==> src/rtl/iack_seq_pkg.sv <==
package iack_seq_pkg;

  typedef enum logic [2:0] {
    S_IDLE   = 3'd0,
    S_PULSE1 = 3'd1,
    S_GAP    = 3'd2,
    S_PULSE2 = 3'd3,
    S_DONE   = 3'd4
  } iack_state_e;

  // clocks a strobe stays low for a given length setting
  function automatic int strobe_clocks(input int cfg);
    return cfg + 1;
  endfunction

  // clocks from the accepting edge to the ready cycle
  function automatic int conv_cycles(input int cfg, input int gap);
    return 2 * strobe_clocks(cfg) + gap;
  endfunction

endpackage

==> src/rtl/iack_timer.sv <==
module iack_timer #(
  parameter int W = 4
) (
  input  logic         clk,
  input  logic         rst,
  input  logic         load,
  input  logic [W-1:0] load_val,
  output logic         expired
);
  logic [W-1:0] cnt_q;

  always_ff @(posedge clk) begin
    if (rst)                cnt_q <= '0;
    else if (load)          cnt_q <= load_val;
    else if (cnt_q != '0)   cnt_q <= cnt_q - 1'b1;
  end

  assign expired = (cnt_q == '0);

  AST_TIMER_DOWN: assert property (@(posedge clk) disable iff (rst)
    (!load && !expired) |=> (cnt_q == $past(cnt_q) - 1'b1));

endmodule

==> src/rtl/iack_vec_cap.sv <==
module iack_vec_cap #(
  parameter int VW = 8
) (
  input  logic          clk,
  input  logic          rst,
  input  logic          capture,
  input  logic [VW-1:0] vec_in,
  output logic [VW-1:0] vec_q
);
  always_ff @(posedge clk) begin
    if (rst)          vec_q <= '0;
    else if (capture) vec_q <= vec_in;
  end

  AST_CAP_TAKES: assert property (@(posedge clk) disable iff (rst)
    capture |=> (vec_q == $past(vec_in)));

endmodule

==> src/rtl/iack_seq.sv <==
module iack_seq
  import iack_seq_pkg::*;
#(
  parameter int CFG_W    = 3,
  parameter int VEC_W    = 8,
  parameter int GAP_CLKS = 2
) (
  input  logic             clk,
  input  logic             rst,
  input  logic             ack_req,
  input  logic [CFG_W-1:0] cfg_pulse,
  input  logic [VEC_W-1:0] ctl_vec,
  output logic             inta_n,
  output logic             ack_rdy,
  output logic [VEC_W-1:0] ack_data
);
  localparam int GAP_W = $clog2(GAP_CLKS) + 1;
  localparam int TW    = (CFG_W > GAP_W) ? CFG_W : GAP_W;
  localparam int RUN_W = $clog2(2 * (1 << CFG_W) + GAP_CLKS + 2) + 1;
  localparam logic [TW-1:0] GAP_LOAD = TW'(GAP_CLKS - 1);

  iack_state_e      state_q, state_d;
  logic [CFG_W-1:0] len_q;
  logic             tmr_load, tmr_expired;
  logic [TW-1:0]    tmr_val;
  logic             cap_now;
  logic [VEC_W-1:0] vec_q;

  // named internal events
  logic accept_ev, strobe_end_ev;
  assign accept_ev     = (state_q == S_IDLE) && ack_req;
  assign strobe_end_ev = ((state_q == S_PULSE1) || (state_q == S_PULSE2)) && tmr_expired;

  always_comb begin
    state_d  = state_q;
    tmr_load = 1'b0;
    tmr_val  = '0;
    unique case (state_q)
      S_IDLE: if (ack_req) begin
        state_d  = S_PULSE1;
        tmr_load = 1'b1;
        tmr_val  = TW'(cfg_pulse);
      end
      S_PULSE1: if (tmr_expired) begin
        state_d  = S_GAP;
        tmr_load = 1'b1;
        tmr_val  = GAP_LOAD;
      end
      S_GAP: if (tmr_expired) begin
        state_d  = S_PULSE2;
        tmr_load = 1'b1;
        tmr_val  = TW'(len_q);
      end
      S_PULSE2: if (tmr_expired) state_d = S_DONE;
      S_DONE:   state_d = S_IDLE;
      default:  state_d = S_IDLE;
    endcase
  end

  always_ff @(posedge clk) begin
    if (rst) begin
      state_q <= S_IDLE;
      len_q   <= '0;
    end else begin
      state_q <= state_d;
      if (accept_ev) len_q <= cfg_pulse;
    end
  end

  iack_timer #(.W(TW)) tmr_i (
    .clk      (clk),
    .rst      (rst),
    .load     (tmr_load),
    .load_val (tmr_val),
    .expired  (tmr_expired)
  );

  assign cap_now = (state_q == S_PULSE2) && tmr_expired;

  iack_vec_cap #(.VW(VEC_W)) cap_i (
    .clk     (clk),
    .rst     (rst),
    .capture (cap_now),
    .vec_in  (ctl_vec),
    .vec_q   (vec_q)
  );

  assign inta_n   = !((state_q == S_PULSE1) || (state_q == S_PULSE2));
  assign ack_rdy  = (state_q == S_DONE);
  assign ack_data = ack_rdy ? vec_q : '0;

  // observation counters for the properties below
  logic             inta_q;
  logic             fall_ev;
  logic [1:0]       fall_cnt;
  logic [CFG_W+1:0] low_run;
  logic [GAP_W+1:0] high_run;
  logic [RUN_W-1:0] run_cnt;

  assign fall_ev = inta_q && !inta_n;

  always_ff @(posedge clk) begin
    if (rst) begin
      inta_q   <= 1'b1;
      fall_cnt <= '0;
      low_run  <= '0;
      high_run <= '0;
      run_cnt  <= '0;
    end else begin
      inta_q   <= inta_n;
      fall_cnt <= (state_q == S_IDLE) ? 2'd0 : fall_cnt + {1'b0, fall_ev};
      low_run  <= inta_n ? '0 : low_run + 1'b1;
      high_run <= (!inta_n || state_q == S_IDLE) ? '0 : high_run + 1'b1;
      run_cnt  <= (state_q == S_IDLE) ? '0 : run_cnt + 1'b1;
    end
  end

  AST_RESET_STATE: assert property (@(posedge clk) disable iff (rst)
    $past(rst) |-> (inta_n && !ack_rdy && ack_data == '0));
  AST_TWO_STROBES: assert property (@(posedge clk) disable iff (rst)
    ack_rdy |-> (fall_cnt == 2'd2));
  AST_STROBE_LEN: assert property (@(posedge clk) disable iff (rst)
    ($rose(inta_n) && !$past(rst)) |-> (int'(low_run) == strobe_clocks(int'(len_q))));
  AST_GAP_LEN: assert property (@(posedge clk) disable iff (rst)
    (fall_ev && fall_cnt == 2'd1) |-> (int'(high_run) == GAP_CLKS));
  AST_LATENCY: assert property (@(posedge clk) disable iff (rst)
    ack_rdy |-> (int'(run_cnt) == conv_cycles(int'(len_q), GAP_CLKS)));
  AST_VEC_RETURN: assert property (@(posedge clk) disable iff (rst)
    (ack_rdy && !$past(rst)) |-> (ack_data == $past(ctl_vec)));
  AST_RDY_SINGLE: assert property (@(posedge clk) disable iff (rst)
    ack_rdy |=> (!ack_rdy && inta_n));
  AST_STROBE_END: assert property (@(posedge clk) disable iff (rst)
    (strobe_end_ev && state_q == S_PULSE2) |=> ack_rdy);
  AST_IDLE_QUIET: assert property (@(posedge clk) disable iff (rst)
    ($past(state_q == S_IDLE && !ack_req) && !$past(rst)) |-> (inta_n && !ack_rdy));

endmodule

==> config.mk <==
export PLATFORM = sky130hd
export DESIGN_NAME = iack_seq
export DESIGN_NICKNAME = d
export VERILOG_FILES = /design/src/rtl/iack_seq_pkg.sv /design/src/rtl/iack_timer.sv /design/src/rtl/iack_vec_cap.sv /design/src/rtl/iack_seq.sv
export SDC_FILE = /design/constraint.sdc
export NUM_CORES = 1
export LEC_CHECK = 0
export BUFFER_PORTS_ARGS = -buffer_cell sky130_fd_sc_hd__buf_2
export CORE_MARGIN = 4
export CORE_UTILIZATION = 25
export CTS_CLUSTER_SIZE = 40
export DETAILED_ROUTE_END_ITERATION = 16
export PLACE_DENSITY = 0.53
export SLEW_MARGIN = 40
export SYNTH_ARGS = -nofsm -noshare
export SYNTH_HDL_FRONTEND = slang
export SYNTH_SLANG_ARGS = --single-unit
==> constraint.sdc <==
create_clock -name clk -period 1.9 [get_ports clk]
set_clock_uncertainty 0.1 [all_clocks]
set_input_delay 0.095 -clock clk [delete_from_list [all_inputs] [get_ports clk]]
set_output_delay 0.095 -clock clk [all_outputs]
set_load 0.01 [all_outputs]
==> impl_metrics.py <==
metrics = {
    "global_routing": {
        "grt_max_degree": 18,
        "grt_pass1_vias": 775,
        "grt-ovfl-total": 0,
        "antenna_found_initial": 0,
        "grt_usage": 0.0977,
        "grt_pass1_wl_um": 3420,
    },
    "sta": {
        "slew_violations": 0,
        "tightest_slew_ps": 519,
        "setup_violations": 0,
        "fin_crit_sh": 0.921,
        "fin_crit_ps": 1750,
        "fmax_ghz": 0.571,
        "hold_viol_final": 0,
        "relSlewSlack": 0.653,
        "rsz0062_at_grt": "no",
        "fin_tns_setup_ps": 0,
        "fin_ws_ps": 150,
    },
    "run_status": {
        "status": "completed",
    },
    "logic_synthesis": {
        "synth-main-ff-cell": "dfxtp_1",
        "synth_most_common_cell": "dfxtp_1",
        "syn_area_um2": 901,
        "synth_common_cells": "dfxtp_1, nor2_1, mux2i_1",
        "syn-num-nets": 108,
        "synthDistinctLibCells": 32,
        "synth_top_area_frac": 0.378,
        "synth_edf_count": 0,
        "syn_inst": 92,
        "synth-seq-area-share": 0.378,
        "synth_area_leaders": "dfxtp_1, mux2i_1, nor2_1",
        "ys_ff_latch": 17,
        "syn_area_per_cell_um2": 9.79,
        "async_flop_share": 0,
        "yosysWarnings": 0,
        "yosysTopAreaCell": "dfxtp_1",
    },
    "place": {
        "port_buffers": 23,
        "place_congestion": 0.725,
        "dp_hpwl_um": 1420,
        "pre_cts_slack_ps": 147,
        "place_inst": 157,
    },
    "setup_path": {
        "critPathArrivalTime_ps": 1840,
        "cp-start-kind": "register",
        "cp_max_fo": 6,
        "required_ps": 1990,
        "critPathCaptureType": "register",
        "path_class": "register to register",
    },
    "clocking": {
        "cts.sinks": 17,
        "cts_tree": "built",
        "cts-root-buf": "clkbuf_4",
        "insertion_delay_ps": 290,
        "clkSlewWorstSetupHoldPaths_ps": 100,
        "clk_path_buf_depth": 2,
        "cts_made_buffers": 3,
        "htree_levels": 1,
    },
    "floorplanning": {
        "core_area_mm2": 0.00342,
        "start_util": 0.264,
        "die_h_um": 68.0,
        "rows": 21,
        "die_x_um": 68.0,
        "pin_count": 24,
        "dieArea_mm2": 0.00463,
    },
    "power_and_ir_drop": {
        "power.internal_uw": 777,
        "comb_power_share": 0.453,
        "p_seq_frac": 0.398,
        "p_clk_frac": 0.149,
        "switching_share": 0.380,
        "p_leak_uw": 0.000492,
        "vdd.ir_drop.worst_v": 0.000452,
        "power_switching_uw": 476,
        "pwr_density_cell_mw_per_mm2": 1040,
    },
    "detailed_routing": {
        "routed_via_density": 4.39,
        "routedWlPerCell_um": 11.4,
        "drt-initial-drc-count": 10,
        "drc": 0,
        "firstDrtPassIters": 4,
        "via_count": 760,
        "ant_nets": 0,
        "wl_um": 1970,
    },
    "flow_run": {
        "maxCapViolations": 0,
    },
    "final_layout": {
        "finalNetCount": 144,
        "diodes": 0,
        "fillers": 374,
        "syn_to_final_growth_pct": 34.2,
        "fin_cells": 173,
        "drive_gt1_frac": 0.291,
        "final_util": 0.354,
    },
    "hold_path": {
        "hold_path.class": "primary input to register",
    },
}
-- cell usage in the layout (no fill, tap or decap) --
cell,instances
a211oi_1,1
a211oi_2,1
a21oi_1,1
a221oi_1,1
a222oi_1,1
a22oi_1,1
and2_1,8
and4bb_1,1
and4bb_2,1
buf_12,1
buf_2,23
buf_4,1
clkbuf_4,3
clkinv_2,1
dfxtp_1,16
dfxtp_2,1
dlygate4sd3_1,11
ha_1,2
inv_1,4
mux2i_1,12
nand2_1,5
nand2b_1,2
nand3b_1,1
nand4bb_1,1
nor2_1,14
nor2_4,1
nor3_1,4
nor3b_1,1
nor4b_1,1
nor4b_4,1
o2bb2ai_2,2
o31ai_4,1
xnor2_1,1
xor2_1,1
-- power by group through the flow --
stage,Sequential [uW],Clock (uW),Combinational [uW]
floorplan,454,0,515
global placement,507,0,545
detailed placement,507,0,542
CTS,499,200,563
global route,514,217,633
finish,498,187,567
-- area by class of cell --
class / instances / area (um^2) / share of cell area
inverter: 4 / 15.0 / 0.0124
clock buffer: 3 / 22.5 / 0.0186
multi-input combinational: 66 / 514 / 0.425
timing repair buffer: 36 / 253 / 0.209
clock inverter: 1 / 5.00 / 0.00414
sequential: 17 / 342 / 0.283
tap: 46 / 57.6 / 0.0476
-- path summary, 6_finish.rpt --
path         cells after the start            from              to  slack, ps
max reg2reg                      6  tmr_i.cnt_q[0]  tmr_i.cnt_q[1]        150
min reg2reg                      2  cap_i.vec_q[7]  cap_i.vec_q[7]        400
max                              6  tmr_i.cnt_q[0]  tmr_i.cnt_q[1]        150
min                              2             rst        len_q[2]         70
-- flip-flops by register name, indices dropped and copies added, names as in the netlist --
| name | cells |
|---|---|
| state_q | 3 |
| len_q | 3 |
| cap_i.vec_q | 8 |
| tmr_i.cnt_q | 3 |
-- cells by family (layout without fill, tap and decap cells) --
group           after synthesis  after routing  synth area share
xor+xnor                      2              2            0.0194
buf+inv                       9             44            0.0514
mux                          12             12             0.133
flops                        17             17             0.378
simple gates                 41             41             0.276
compound gates                9              9             0.114
fa+ha+maj                     2              2            0.0278
-- layer usage --
metal	routed length (um)	global-route usage
met5	0	0
met4	13	0.0447
met3	93	0.0164
met2	976	0.173
met1	883	0.113
-- worst max-delay path: stages, from the launching register on --
cell      delay, ps
dfxtp_1         320
inv_1            70
ha_1            280
and4bb_1        250
o31ai_4         320
nand2_1          80
a221oi_1        250
-- repair_timing --
action	in CTS	in global routing
setup endpoints to repair	0	15
setup buffers	0	1
gates resized for setup	0	1
endpoints found under the hold margin	12	0
hold buffers	11	0
-- stage by stage --
stage | hold slack (ps) | area (um^2) | total power (uW)
2_1_floorplan | 142 | 901 | 969
3_3_place_gp | 229 | 1050 | 1050
3_5_place_dp | 238 | 1050 | 1050
4_1_cts | 68.8 | 1190 | 1260
5_1_grt | 86.4 | 1210 | 1360
6_report | 68.6 | 1210 | 1250
(Power assumes the default switching activity.)
